<file path="src/rtl/trap_pkg.sv">
package trap_pkg;
   localparam logic [1:0] LVL_USER = 2'd0;
   localparam logic [1:0] LVL_SUPV = 2'd1;
   localparam logic [1:0] LVL_MACH = 2'd3;

   localparam logic [3:0] SEL_STATUS = 4'd0;
   localparam logic [3:0] SEL_EDELEG = 4'd1;
   localparam logic [3:0] SEL_IDELEG = 4'd2;
   localparam logic [3:0] SEL_MVEC   = 4'd3;
   localparam logic [3:0] SEL_MEPC   = 4'd4;
   localparam logic [3:0] SEL_MCAUSE = 4'd5;
   localparam logic [3:0] SEL_MTVAL  = 4'd6;
   localparam logic [3:0] SEL_SVEC   = 4'd7;
   localparam logic [3:0] SEL_SEPC   = 4'd8;
   localparam logic [3:0] SEL_SCAUSE = 4'd9;
   localparam logic [3:0] SEL_STVAL  = 4'd10;
   localparam logic [3:0] SEL_PRIV   = 4'd11;

   localparam int ST_SIE  = 1;
   localparam int ST_MIE  = 3;
   localparam int ST_SPIE = 5;
   localparam int ST_MPIE = 7;
   localparam int ST_SPP  = 8;
   localparam int ST_MPP  = 11;

   localparam int ECALL_BASE = 8;

   // Causes whose trap value is the faulting address
   function automatic logic cause_has_addr(input int unsigned c);
      case (c)
         0, 1, 4, 5, 6, 7, 12, 13, 15: return 1'b1;
         default:                      return 1'b0;
      endcase
   endfunction
endpackage

</file>
<file path="src/rtl/trap_route.sv">
module trap_route #(
   parameter int XLEN    = 32,
   parameter int CAUSE_W = 5
) (
   input  logic               irq,
   input  logic [CAUSE_W-1:0] cause,
   input  logic [1:0]         priv,
   input  logic [XLEN-1:0]    edeleg,
   input  logic [XLEN-1:0]    ideleg,
   output logic [CAUSE_W-1:0] eff_cause,
   output logic               to_supv,
   output logic               keep_addr
);
   import trap_pkg::*;

   logic [XLEN-1:0] mask;

   always_comb begin
      eff_cause = cause;
      if (!irq && (int'(cause) == ECALL_BASE)) begin
         case (priv)
            LVL_USER: eff_cause = CAUSE_W'(ECALL_BASE);
            LVL_SUPV: eff_cause = CAUSE_W'(ECALL_BASE + 1);
            default:  eff_cause = CAUSE_W'(ECALL_BASE + 3);
         endcase
      end
      mask      = irq ? ideleg : edeleg;
      to_supv   = (priv != LVL_MACH) && mask[eff_cause];
      keep_addr = !irq && cause_has_addr(int'(eff_cause));
   end
endmodule

</file>
<file path="src/rtl/trap_vec.sv">
module trap_vec #(
   parameter int XLEN        = 32,
   parameter int CAUSE_W     = 5,
   parameter bit VECTORED_EN = 1'b1
) (
   input  logic [XLEN-1:0]    vec,
   input  logic               irq,
   input  logic [CAUSE_W-1:0] cause,
   output logic [XLEN-1:0]    pc
);
   localparam int PAD = XLEN - CAUSE_W - 2;

   logic [XLEN-1:0] base;
   assign base = {vec[XLEN-1:2], 2'b00};

   generate
      if (VECTORED_EN) begin : g_vectored
         logic [XLEN-1:0] offs;
         assign offs = {{PAD{1'b0}}, cause, 2'b00};
         assign pc   = (irq && vec[1:0] == 2'b01) ? base + offs : base;
      end else begin : g_direct
         logic unused_ok;
         assign unused_ok = ^{irq, cause, vec[1:0]};
         assign pc        = base;
      end
   endgenerate
endmodule

</file>
<file path="src/rtl/trap_entry_seq.sv">
module trap_entry_seq #(
   parameter int XLEN        = 32,
   parameter int CAUSE_W     = 5,
   parameter bit VECTORED_EN = 1'b1
) (
   input  logic               clk,
   input  logic               rst_n,
   input  logic               trap_req,
   input  logic               trap_irq,
   input  logic [CAUSE_W-1:0] trap_cause,
   input  logic [XLEN-1:0]    trap_addr,
   input  logic [XLEN-1:0]    trap_pc,
   input  logic               csr_we,
   input  logic [3:0]         csr_sel,
   input  logic [XLEN-1:0]    csr_wdata,
   input  logic [3:0]         csr_rsel,
   output logic [XLEN-1:0]    csr_rdata,
   output logic               redirect_valid,
   output logic [XLEN-1:0]    redirect_pc,
   output logic               resv_clear,
   output logic [1:0]         cur_priv
);
   import trap_pkg::*;

   localparam int PAD = XLEN - 1 - CAUSE_W;

   generate
      if (CAUSE_W < 4 || (1 << CAUSE_W) > XLEN || XLEN < 16) begin : g_bad_cfg
         $error("trap_entry_seq: CAUSE_W must index a delegation mask of XLEN bits");
      end
   endgenerate

   logic [1:0]      priv_q;
   logic            sie_q, mie_q, spie_q, mpie_q, spp_q;
   logic [1:0]      mpp_q;
   logic [XLEN-1:0] edeleg_q, ideleg_q, mvec_q, svec_q;
   logic [XLEN-1:0] mepc_q, sepc_q, mcause_q, scause_q, mtval_q, stval_q;
   logic            redir_q, resv_q;
   logic [XLEN-1:0] redir_pc_q;

   logic [CAUSE_W-1:0] eff_cause;
   logic               to_supv, keep_addr;
   logic [XLEN-1:0]    tgt_vec, handler_pc, cause_word, tval_word;

   trap_route #(.XLEN(XLEN), .CAUSE_W(CAUSE_W)) u_route (
      .irq      (trap_irq),
      .cause    (trap_cause),
      .priv     (priv_q),
      .edeleg   (edeleg_q),
      .ideleg   (ideleg_q),
      .eff_cause(eff_cause),
      .to_supv  (to_supv),
      .keep_addr(keep_addr)
   );

   assign tgt_vec = to_supv ? svec_q : mvec_q;

   trap_vec #(.XLEN(XLEN), .CAUSE_W(CAUSE_W), .VECTORED_EN(VECTORED_EN)) u_vec (
      .vec  (tgt_vec),
      .irq  (trap_irq),
      .cause(eff_cause),
      .pc   (handler_pc)
   );

   assign cause_word = {trap_irq, {PAD{1'b0}}, eff_cause};
   assign tval_word  = keep_addr ? trap_addr : '0;

   always_ff @(posedge clk) begin
      if (!rst_n) begin
         priv_q     <= LVL_MACH;
         sie_q      <= 1'b0;
         mie_q      <= 1'b0;
         spie_q     <= 1'b0;
         mpie_q     <= 1'b0;
         spp_q      <= 1'b0;
         mpp_q      <= 2'b00;
         edeleg_q   <= '0;
         ideleg_q   <= '0;
         mvec_q     <= '0;
         svec_q     <= '0;
         mepc_q     <= '0;
         sepc_q     <= '0;
         mcause_q   <= '0;
         scause_q   <= '0;
         mtval_q    <= '0;
         stval_q    <= '0;
         redir_q    <= 1'b0;
         resv_q     <= 1'b0;
         redir_pc_q <= '0;
      end else begin
         redir_q <= trap_req;
         resv_q  <= trap_req;
         if (trap_req) begin
            redir_pc_q <= handler_pc;
            if (to_supv) begin
               spie_q   <= sie_q;
               spp_q    <= (priv_q != LVL_USER);
               sie_q    <= 1'b0;
               scause_q <= cause_word;
               sepc_q   <= trap_pc;
               stval_q  <= tval_word;
               priv_q   <= LVL_SUPV;
            end else begin
               mpie_q   <= mie_q;
               mpp_q    <= priv_q;
               mie_q    <= 1'b0;
               mcause_q <= cause_word;
               mepc_q   <= trap_pc;
               mtval_q  <= tval_word;
               priv_q   <= LVL_MACH;
            end
         end else if (csr_we) begin
            case (csr_sel)
               SEL_STATUS: begin
                  sie_q  <= csr_wdata[ST_SIE];
                  mie_q  <= csr_wdata[ST_MIE];
                  spie_q <= csr_wdata[ST_SPIE];
                  mpie_q <= csr_wdata[ST_MPIE];
                  spp_q  <= csr_wdata[ST_SPP];
                  mpp_q  <= csr_wdata[ST_MPP+1:ST_MPP];
               end
               SEL_EDELEG: edeleg_q <= csr_wdata;
               SEL_IDELEG: ideleg_q <= csr_wdata;
               SEL_MVEC:   mvec_q   <= csr_wdata;
               SEL_MEPC:   mepc_q   <= csr_wdata;
               SEL_MCAUSE: mcause_q <= csr_wdata;
               SEL_MTVAL:  mtval_q  <= csr_wdata;
               SEL_SVEC:   svec_q   <= csr_wdata;
               SEL_SEPC:   sepc_q   <= csr_wdata;
               SEL_SCAUSE: scause_q <= csr_wdata;
               SEL_STVAL:  stval_q  <= csr_wdata;
               SEL_PRIV:   priv_q   <= (csr_wdata[1:0] == 2'd2) ? LVL_USER : csr_wdata[1:0];
               default: ;
            endcase
         end
      end
   end

   always_comb begin
      csr_rdata = '0;
      case (csr_rsel)
         SEL_STATUS: begin
            csr_rdata[ST_SIE]            = sie_q;
            csr_rdata[ST_MIE]            = mie_q;
            csr_rdata[ST_SPIE]           = spie_q;
            csr_rdata[ST_MPIE]           = mpie_q;
            csr_rdata[ST_SPP]            = spp_q;
            csr_rdata[ST_MPP+1:ST_MPP]   = mpp_q;
         end
         SEL_EDELEG: csr_rdata = edeleg_q;
         SEL_IDELEG: csr_rdata = ideleg_q;
         SEL_MVEC:   csr_rdata = mvec_q;
         SEL_MEPC:   csr_rdata = mepc_q;
         SEL_MCAUSE: csr_rdata = mcause_q;
         SEL_MTVAL:  csr_rdata = mtval_q;
         SEL_SVEC:   csr_rdata = svec_q;
         SEL_SEPC:   csr_rdata = sepc_q;
         SEL_SCAUSE: csr_rdata = scause_q;
         SEL_STVAL:  csr_rdata = stval_q;
         SEL_PRIV:   csr_rdata[1:0] = priv_q;
         default:    csr_rdata = '0;
      endcase
   end

   assign redirect_valid = redir_q;
   assign redirect_pc    = redir_pc_q;
   assign resv_clear     = resv_q;
   assign cur_priv       = priv_q;
endmodule

</file>
<file path="config.mk">
export PLATFORM = sky130hd
export DESIGN_NAME = trap_entry_seq
export DESIGN_NICKNAME = d
export VERILOG_FILES = /design/src/rtl/trap_pkg.sv /design/src/rtl/trap_route.sv /design/src/rtl/trap_vec.sv /design/src/rtl/trap_entry_seq.sv
export SDC_FILE = /design/constraint.sdc
export NUM_CORES = 1
export LEC_CHECK = 0
export BUFFER_PORTS_ARGS = -buffer_cell sky130_fd_sc_hd__buf_4
export CORE_AREA = 2 2 190 192
export DETAILED_ROUTE_END_ITERATION = 10
export DIE_AREA = 0 0 192 194
export PLACE_DENSITY_LB_ADDON = 0.05
export SYNTH_ARGS = -nofsm -noshare
export SYNTH_HDL_FRONTEND = slang
export SYNTH_HIERARCHICAL = 1
export SYNTH_SLANG_ARGS = --single-unit
</file>
<file path="constraint.sdc">
create_clock -name clk -period 5.6 [get_ports clk]
set_input_delay 1.12 -clock clk [delete_from_list [all_inputs] [get_ports clk]]
set_output_delay 1.12 -clock clk [all_outputs]
set_load 0.05 [all_outputs]
</file>
==> reports/qor.yml <==
grt:
  grt.overflow.total: 0
  grt_max_degree: 175
  grt_pass1_wl_um: 98900
  grt_pass1_vias: 15700
  grt_use_total: 0.349
  antenna_found_initial: 0
detailed_routing:
  dr.pass1.iters: 6
  viasPerCell: 6.32
  wl_per_cell_um: 24.8
  drt-total-wl_um: 66300
  drc: 0
  first_iter_violations: 2130
  vias: 16900
  postRouteAntennaNets: 0
clock_network:
  htree_levels: 2
  hold_buffers: 0
  cts-root-buf: "clkbuf_16"
  post_cts_buffers: 0
  clock_path_buffers: 3
  ctsResizeCount: 0
  clock_latency_ns: 0.54
  numCtsBuffers: 41
  cts.sinks: 362
  clk_pin_slew_worst_paths_ns: 0.06
  cts_tree: "built"
die:
  die_x_um: 192
  ios: 182
  die_height_um: 194
  num_rows: 69
  core_area_sq_um: 35200
  dieArea_sq_um: 37200
  start_util: 0.493
placed_design:
  placed_cells: 2604
  place_congestion: 0.938
  portBuffers: 181
  dp_slack_ns: -0.181
  dp_hpwl_um: 45800
  place_area_sq_um: 19100
timing:
  finalCriticalPeriod_ns: 5.27
  final.setup.worst_slack_ns: 0.326
  fin_crit_sh: 0.942
  tightest_slew_ns: 1.20
  max_clock_freq_mhz: 190
  setup_viol: 0
  rsz0062_at_grt: "false"
  slew_viol_final: 0
  final.setup.tns_ns: 0
  slew_headroom: 0.196
  hold_viol_final: 0
  clock_skew_ns: 0.0149
yosys:
  async_flop_share: 0
  yosys-top-cells-count: "362 x dfxtp_1, 340 x nand2_1, 261 x a21oi_1"
  ys_warn_count: 6
  muxShareOfSynthArea: 0.0863
  synth_top_cell_by_area: "dfxtp_1"
  synth_top_family_by_area: "compound AO/OA/AOI/OAI gates"
  synth-xor-area-share: 0.0141
  yosys_most_used_dff: "dfxtp_1"
  ys_ff_latch: 362
  synth_top_area_share: 0.418
  synthTopCellsByArea: "dfxtp_1 42%, a21oi_1 7.5%, nand2_1 7.4%"
  synth_edf_count: 0
  netlist_instances: 2087
  yosysSeqAreaShare: 0.418
  synth_fa_ha_area_frac: 0.00764
  yosys.area_share.simple: 0.179
  synth_compound_area_frac: 0.244
  syn_avg_cell_area_sq_um: 8.32
  synth.distinct_cells: 71
  synth_area_sq_um: 17400
  synth_most_common_cell: "dfxtp_1"
power_and_ir_drop:
  leakage_nw: 7.48
  p_per_area_nw_per_um2: 291
  ir_drop_uv: 215
  p_total_mw: 5.95
worst_setup_path:
  required_ns: 5.99
  critPathKind: "in -> reg"
  start_kind: "input pin"
  cp-end-kind: "register"
  r2r_slack_ns: 0.84
  path_max_fanout: 11
  critical_path_arrival_ns: 5.67
cells_and_area:
  fill_cells: 3162
  fin_cells: 2674
  diodes: 0
  area_delta_synth_final_pct: 17.8
  regArea_sq_um: 7250
  multiInputGateArea_sq_um: 9300
  layout-drive-gt1-share: 0.172
  fin_area_sq_um: 20400
  fin_nets: 2310
run:
  cap_violations: 0
min_path:
  hold_path_class: "reg -> reg"
run_status:
  status: "completed"
## sequential cells by signal, indices dropped and copies added, names as in the netlist, 2 cells and up
signal / count
sepc_q: 32
mcause_q: 32
mtval_q: 32
mepc_q: 32
edeleg_q: 32
scause_q: 32
stval_q: 32
cur_priv: 2
redirect_pc: 32
mvec_q: 32
mpp_q: 2
svec_q: 32
ideleg_q: 32
## per-layer routing
metal  track usage  share of wire
met5             0              0
met4        0.0789          0.020
met3         0.100           0.13
met2         0.490           0.41
met1         0.526           0.44
## metrics by stage
step / utilization / hold WS (ns)
after floorplan: - / 0.442
after global placement: 0.543 / 0.451
after detailed placement: 0.543 / 0.458
after CTS: 0.580 / 0.467
after global routing: 0.580 / 0.481
final: 0.580 / 0.466
## layout make-up
cell class / count / share of cell area
clock inverters: 6 / 0.00190
flip-flops and latches: 362 / 0.354
multi-input cells: 1523 / 0.455
inverters: 12 / 0.00257
well taps: 461 / 0.0282
repair buffers: 246 / 0.0952
clock buffers: 64 / 0.0628
## final timing paths
kind,start,to,depth (start not counted)
min,scause_q[7],scause_q[7],2
max reg2reg,cur_priv[1],redirect_pc[24],20
min reg2reg,scause_q[7],scause_q[7],2
max,trap_cause[2],redirect_pc[24],21
## where the power goes
part	leakage, nW	total, mW	switching [mW]	internal (mW)
logic	3.89	0.618	0.415	0.203
clock network	0.649	2.66	1.09	1.57
registers	2.94	2.68	0.0403	2.64
total	7.48	5.95	1.55	4.41
## placed cells by master (no fill, tap or decap), types with 10 or more instances in the layout
| cell | n |
|---|---|
| a22oi_1 | 24 |
| nand2_1 | 340 |
| dfxtp_1 | 362 |
| o211ai_1 | 10 |
| buf_4 | 238 |
| a21oi_1 | 261 |
| a211oi_1 | 147 |
| a22o_1 | 64 |
| o2bb2ai_1 | 18 |
| xnor2_1 | 23 |
| mux2_2 | 38 |
| o21ai_0 | 40 |
| clkbuf_16 | 43 |
| inv_1 | 10 |
| nor2b_1 | 36 |
| mux4_2 | 11 |
| clkbuf_8 | 13 |
| a222oi_1 | 18 |
| mux2i_1 | 69 |
| nand3_1 | 72 |
| nor2_1 | 207 |
| a221oi_1 | 22 |
## worst max-delay path, stage by stage
cell and delay (ns):
buf_4 0.13, or4b_4 0.54, o31a_1 0.40, buf_12 0.19
mux2i_1 0.12, o32ai_1 0.30, a2111oi_1 0.10, a31oi_1 0.21
a41o_1 0.44, mux2_2 0.40, ha_1 0.21, fa_1 0.40
a21o_1 0.21, a22oi_1 0.17, buf_4 0.17, nor3_4 0.05
buf_12 0.14, nand4_1 0.11, xnor2_1 0.08, mux2i_1 0.13
nor2_1 0.05
## logic make-up after synthesis
family                   after synthesis
AND/OR/NAND/NOR                      722
AO/OA/AOI/OAI                        638
flip-flops                           362
buffers and inverters                203
multiplexers                         123
XOR/XNOR                              28
adder cells (fa/ha/maj)               10
other                                  1
No activity file was read; power rests on OpenSTA's default activity.
